**src/rtl/strm_put_pkg.sv**
```systemverilog
`timescale 1ns/1ps
package strm_put_pkg;
   localparam int          IW_W      = 32;
   localparam int          LINK_IW   = 4;
   localparam int          REG_IW    = 5;
   localparam logic [5:0]  PUT_MAJOR = 6'b011011;

   typedef struct packed {
      logic               is_put;
      logic               nb;
      logic               ctrl;
      logic               test;
      logic               atom;
      logic [REG_IW-1:0]  src;
      logic [LINK_IW-1:0] link;
   } put_op_t;

   function automatic put_op_t decode_put(input logic vld, input logic [IW_W-1:0] iw);
      put_op_t o;
      o.is_put = vld && (iw[31:26] == PUT_MAJOR) && (iw[25:21] == 5'd0)
                 && iw[15] && (iw[10:4] == 7'd0);
      o.nb     = iw[14];
      o.ctrl   = iw[13];
      o.test   = iw[12];
      o.atom   = iw[11];
      o.src    = iw[20:16];
      o.link   = iw[3:0];
      return o;
   endfunction
endpackage

```
**src/rtl/strm_put_decode.sv**
```systemverilog
`timescale 1ns/1ps
module strm_put_decode
   import strm_put_pkg::*;
(
   input  logic            issue_valid,
   input  logic [IW_W-1:0] instr,
   output put_op_t         op
);
   always_comb op = decode_put(issue_valid, instr);
endmodule

```
**src/rtl/strm_put_route.sv**
```systemverilog
`timescale 1ns/1ps
module strm_put_route
   import strm_put_pkg::*;
#(
   parameter int NUM_LINKS = 8
)(
   input  logic [LINK_IW-1:0]   link_idx,
   input  logic [NUM_LINKS-1:0] link_full,
   output logic [NUM_LINKS-1:0] sel_oh,
   output logic                 space
);
   logic [NUM_LINKS-1:0] hit;

   for (genvar i = 0; i < NUM_LINKS; i++) begin : g_hit
      assign hit[i] = (link_idx == LINK_IW'(i));
   end

   always_comb begin
      sel_oh = hit;
      if (hit == '0) sel_oh[0] = 1'b1;
   end

   assign space = ~|(sel_oh & link_full);
endmodule

```
**src/rtl/strm_put_ctrl.sv**
```systemverilog
`timescale 1ns/1ps
module strm_put_ctrl
   import strm_put_pkg::*;
#(
   parameter bit MMU_EN     = 1'b1,
   parameter bit PRIV_ALLOW = 1'b0
)(
   input  logic    clk,
   input  logic    rst_n,
   input  put_op_t op,
   input  logic    space,
   input  logic    user_mode,
   output logic    stall,
   output logic    wr_go,
   output logic    priv_exc,
   output logic    irq_inhibit,
   output logic    carry
);
   localparam bit TRAP_EN = MMU_EN && !PRIV_ALLOW;

   logic trap;
   logic act;

   if (TRAP_EN) begin : g_trap
      assign trap = op.is_put & user_mode;
   end else begin : g_notrap
      logic unused_um;
      assign unused_um = user_mode;
      assign trap = 1'b0;
   end

   assign act         = op.is_put & ~trap;
   assign stall       = act & ~op.nb & ~space;
   assign wr_go       = act & space & ~op.test;
   assign irq_inhibit = act & op.atom;
   assign priv_exc    = trap;

   always_ff @(posedge clk or negedge rst_n) begin
      if (!rst_n)               carry <= 1'b0;
      else if (act && op.nb)    carry <= ~space;
   end

   assert_nb_nostall_R5: assert property (@(posedge clk) disable iff (!rst_n)
      (op.is_put && op.nb) |-> !stall);
   assert_stall_nowr_R4: assert property (@(posedge clk) disable iff (!rst_n)
      stall |-> !wr_go);
   assert_test_nowr_R6: assert property (@(posedge clk) disable iff (!rst_n)
      (op.is_put && op.test) |-> !wr_go);
   assert_trap_quiet_R8: assert property (@(posedge clk) disable iff (!rst_n)
      priv_exc |-> (!stall && !wr_go && !irq_inhibit));
   assert_trap_carry_R8: assert property (@(posedge clk) disable iff (!rst_n)
      priv_exc |=> $stable(carry));
   assert_idle_carry_R1: assert property (@(posedge clk) disable iff (!rst_n)
      !op.is_put |=> $stable(carry));
endmodule

```
**src/rtl/strm_put_unit.sv**
```systemverilog
`timescale 1ns/1ps
module strm_put_unit
   import strm_put_pkg::*;
#(
   parameter int DATA_W     = 32,
   parameter int NUM_LINKS  = 8,
   parameter bit MMU_EN     = 1'b1,
   parameter bit PRIV_ALLOW = 1'b0
)(
   input  logic                 clk,
   input  logic                 rst_n,
   input  logic                 issue_valid,
   input  logic [31:0]          instr,
   input  logic                 user_mode,
   input  logic [DATA_W-1:0]    src_val,
   input  logic [NUM_LINKS-1:0] link_full,
   output logic [4:0]           src_idx,
   output logic [DATA_W-1:0]    link_wdata,
   output logic                 link_ctrl,
   output logic [NUM_LINKS-1:0] link_wr,
   output logic                 stall,
   output logic                 carry,
   output logic                 priv_exc,
   output logic                 irq_inhibit
);
   if (NUM_LINKS < 1 || NUM_LINKS > (1 << LINK_IW)) begin : g_bad_links
      $error("NUM_LINKS must lie between 1 and 16");
   end
   if (DATA_W < 1) begin : g_bad_width
      $error("DATA_W must be positive");
   end

   put_op_t              op;
   logic [NUM_LINKS-1:0] sel_oh;
   logic                 space;
   logic                 wr_go;

   strm_put_decode u_dec (
      .issue_valid (issue_valid),
      .instr       (instr),
      .op          (op)
   );

   strm_put_route #(.NUM_LINKS(NUM_LINKS)) u_route (
      .link_idx  (op.link),
      .link_full (link_full),
      .sel_oh    (sel_oh),
      .space     (space)
   );

   strm_put_ctrl #(.MMU_EN(MMU_EN), .PRIV_ALLOW(PRIV_ALLOW)) u_ctrl (
      .clk         (clk),
      .rst_n       (rst_n),
      .op          (op),
      .space       (space),
      .user_mode   (user_mode),
      .stall       (stall),
      .wr_go       (wr_go),
      .priv_exc    (priv_exc),
      .irq_inhibit (irq_inhibit),
      .carry       (carry)
   );

   assign src_idx    = op.src;
   assign link_wdata = src_val;
   assign link_ctrl  = op.is_put & op.ctrl;
   assign link_wr    = sel_oh & {NUM_LINKS{wr_go}};

   assert_wr_onehot_R2: assert property (@(posedge clk) disable iff (!rst_n)
      $onehot0(link_wr));
   assert_wr_notfull_R5: assert property (@(posedge clk) disable iff (!rst_n)
      (link_wr & link_full) == '0);
   assert_idle_quiet_R1: assert property (@(posedge clk) disable iff (!rst_n)
      !issue_valid |-> (link_wr == '0 && !stall && !priv_exc && !irq_inhibit));
endmodule

```
**config.mk**
```make
export PLATFORM = sky130hd
export DESIGN_NAME = strm_put_unit
export DESIGN_NICKNAME = d
export VERILOG_FILES = /design/src/rtl/strm_put_pkg.sv /design/src/rtl/strm_put_decode.sv /design/src/rtl/strm_put_route.sv /design/src/rtl/strm_put_ctrl.sv /design/src/rtl/strm_put_unit.sv
export SDC_FILE = /design/constraint.sdc
export NUM_CORES = 1
export LEC_CHECK = 0
export ABC_AREA = 1
export BUFFER_PORTS_ARGS = -buffer_cell sky130_fd_sc_hd__buf_2
export CAP_MARGIN = 25
export CORE_MARGIN = 1
export CORE_UTILIZATION = 28
export DETAILED_ROUTE_END_ITERATION = 10
export GPL_TIMING_DRIVEN = 1
export PLACE_DENSITY = 0.84
export SYNTH_ARGS = -nofsm -noshare
export SYNTH_HDL_FRONTEND = slang
export SYNTH_HIERARCHICAL = 1
export SYNTH_SLANG_ARGS = --single-unit
```
**constraint.sdc**
```tcl
create_clock -name clk -period 2 [get_ports clk]
set_input_delay 0.2 -clock clk [delete_from_list [all_inputs] [get_ports clk]]
set_output_delay 0.2 -clock clk [all_outputs]
set_load 0.01 [all_outputs]
```
==> impl_metrics.py <==
metrics = {
    "sta": {
        "max_freq_mhz": 575,
        "skew_ns": 0,
        "setup_viol": 0,
        "finalCritPeriodShare": 0.870,
        "rsz0062_at_grt": "false",
        "whs_ns": 0.400,
        "max_slew_margin": 0.792,
        "tightest_slew_ns": 0.311,
        "finalCriticalPeriod_ns": 1.74,
        "hold_violations": 0,
        "final_max_slew_viol_count": 0,
        "setup_tns_ns": 0,
    },
    "logic_synthesis": {
        "yosysTopAreaCell": "buf_4",
        "ys_seq_area_frac": 0.0322,
        "synth-seq-cells": 1,
        "synth_cell_type_count": 11,
        "synth-edff-count": 0,
        "synth_commonest_cells": "buf_4 (45), inv_1 (36), nand2_1 (27)",
        "synthCells": 146,
        "yosysWarnings": 6,
        "synth.area.top_cells": "buf_4 (43%), inv_1 (17%), nand2_1 (13%)",
        "syn_avg_cell_area_um2": 5.33,
        "syn_nets": 222,
        "synth_flop_cell": "dfrtp_1",
        "async_reset_ff_frac": 1.00,
        "synthMostInstantiatedCell": "buf_4",
        "syn-cell-area_um2": 778,
        "yosysTopAreaCellShare": 0.434,
    },
    "worst_setup_path": {
        "slowest_stage": "nor2_1",
        "cpPeakStageDelay_ns": 0.17,
        "crit_type": "input pin to output pin",
        "reg2reg_depth": 2,
        "r2r-end": "u_ctrl/carry$_DFFE_PN0P_",
        "r2r_start": "u_ctrl/carry$_DFFE_PN0P_",
        "crit_chain": "buf_2 -> nand2_1 -> inv_1 -> nand3_1 -> nand2_1 -> inv_1 -> nand2_1 -> nor2_1 -> inv_1 -> nor3_2 -> buf_4 -> nand2_1 -> inv_1 -> buf_2",
        "path_max_fanout": 8,
        "end_kind": "output pin",
        "worst-endpoint-required_ns": 1.80,
        "reg2reg_slack_ns": 1.40,
        "path_buf_inv": 7,
        "path_delay_family": "simple AND/OR/NAND/NOR gates",
        "arrival_ns": 1.54,
        "start_kind": "input pin",
    },
    "power_and_ir_drop": {
        "p_per_area_mw_per_mm2": 132,
        "p_leak_nw": 0.589,
        "vdd_drop_max_mv": 0.0632,
    },
    "detailed_routing": {
        "drt_iter0_drc": 0,
        "dr.pass1.iters": 1,
        "drtAntennaViolNets": 0,
        "wl_per_cell_um": 9.03,
        "remaining_drc_errors": 0,
        "wl_um": 1660,
        "vias_per_cell": 4.18,
        "num_vias": 769,
    },
    "place": {
        "hpwl_um": 1540,
        "port_buffers": 51,
        "place.gp.congestion": 0.758,
    },
    "final_layout": {
        "area_growth_pct": -3.22,
        "reg_top3": "u_ctrl/carry: 1 flops",
        "largest_reg_flops": 1,
        "n_antenna_cell": 0,
        "regMostFlops": "u_ctrl/carry",
        "fin_nets": 232,
        "final_layout_size_suffix_gt1_frac": 0.364,
        "n_fill_cell": 306,
    },
    "floorplanning": {
        "start_util": 0.306,
        "dieArea_mm2": 0.00299,
        "fp.dieW_um": 54.7,
        "pin_count": 126,
        "chipHeight_um": 54.7,
        "fp.coreArea_mm2": 0.00254,
        "rows": 18,
    },
    "worst_hold_path": {
        "min-delay-start": "src_val[15]",
        "holdPathEnd": "link_wdata[15]",
        "hold_path_class": "input pin to output pin",
        "hold_path_depth": 0,
    },
    "global_routing": {
        "grt_pass1_vias": 617,
        "grt_max_degree": 9,
        "antenna_found_initial": 0,
        "grt_pass1_wl_um": 2490,
        "grt_overflow_total": 0,
        "track_usage": 0.109,
    },
    "run_status": {
        "status": "completed",
    },
    "cts": {
        "post_cts_buffers": 0,
        "worstSkewPairLatency_ns": 0,
        "cts_resized": 0,
    },
    "flow_run": {
        "drv_cap": 0,
    },
}
-- routing by layer --
layer | vias up | share of wire | wire (um) | global-route usage
met1 | 321 | 0.35 | 584 | 0.112
met3 | 8 | 0.12 | 192 | 0.0194
met5 | - | 0 | 0 | 0
met4 | 0 | 0.014 | 24 | 0.0214
li1 | 394 | - | - | -
met2 | 46 | 0.52 | 860 | 0.223
-- cell usage in the layout (no fill, tap or decap), drive strengths merged --
| cell | n |
|---|---|
| buf | 53 |
| dfrtp | 1 |
| dlygate4sd3 | 1 |
| inv | 36 |
| nand2 | 28 |
| nand3 | 10 |
| nand4 | 2 |
| nor2 | 16 |
| nor3 | 7 |
-- worst max-delay path by stage --
stage | startpoint | to | slack, ns | cells past startpoint
floorplan | instr[0] | link_wr[2] | 0.45 | 13
global placement | instr[0] | link_wr[3] | 0.31 | 14
detailed placement | instr[0] | link_wr[3] | 0.24 | 14
CTS | instr[0] | link_wr[3] | 0.24 | 14
global route | instr[0] | link_wr[3] | 0.04 | 14
finish | instr[0] | link_wr[6] | 0.26 | 14
-- area by class of cell --
class | instances | area, um2 | area share
Inverter | 36 | 135 | 0.179
Sequential cell | 1 | 25.0 | 0.0332
Timing Repair Buffer | 54 | 280 | 0.372
Multi-Input combinational cell | 63 | 275 | 0.365
Tap cell | 30 | 37.5 | 0.0498
-- power breakdown --
| part | internal [mW] | switching (mW) |
|---|---|---|
| clock | 0 | 0 |
| sequential | 0.0206 | 0.000000147 |
| combinational | 0.0392 | 0.0397 |
-- timing repair --
action | CTS | global route
hold endpoints to repair | 1 | 0
hold buffers | 1 | 0
setup endpoints to repair | 0 | 0
-- cells by family (layout without fill, tap and decap cells) --
logic type / count (synthesis) / count (layout) / share of synthesized area
simple gates: 63 / 63 / 0.354
flops: 1 / 1 / 0.0321
buf+inv: 82 / 90 / 0.614
-- per-stage QoR --
step	cells	setup slack (ns)	cell area, um2	total power, mW	util
6_report	184	0.261	753	0.0996	0.296
3_5_place_dp	183	0.239	743	0.0985	0.292
2_1_floorplan	146	0.453	778	0.144	-
3_3_place_gp	183	0.313	743	0.0956	0.292
5_1_grt	184	0.0364	753	0.113	0.296
4_1_cts	184	0.238	753	0.100	0.296
(Power assumes the default switching activity.)
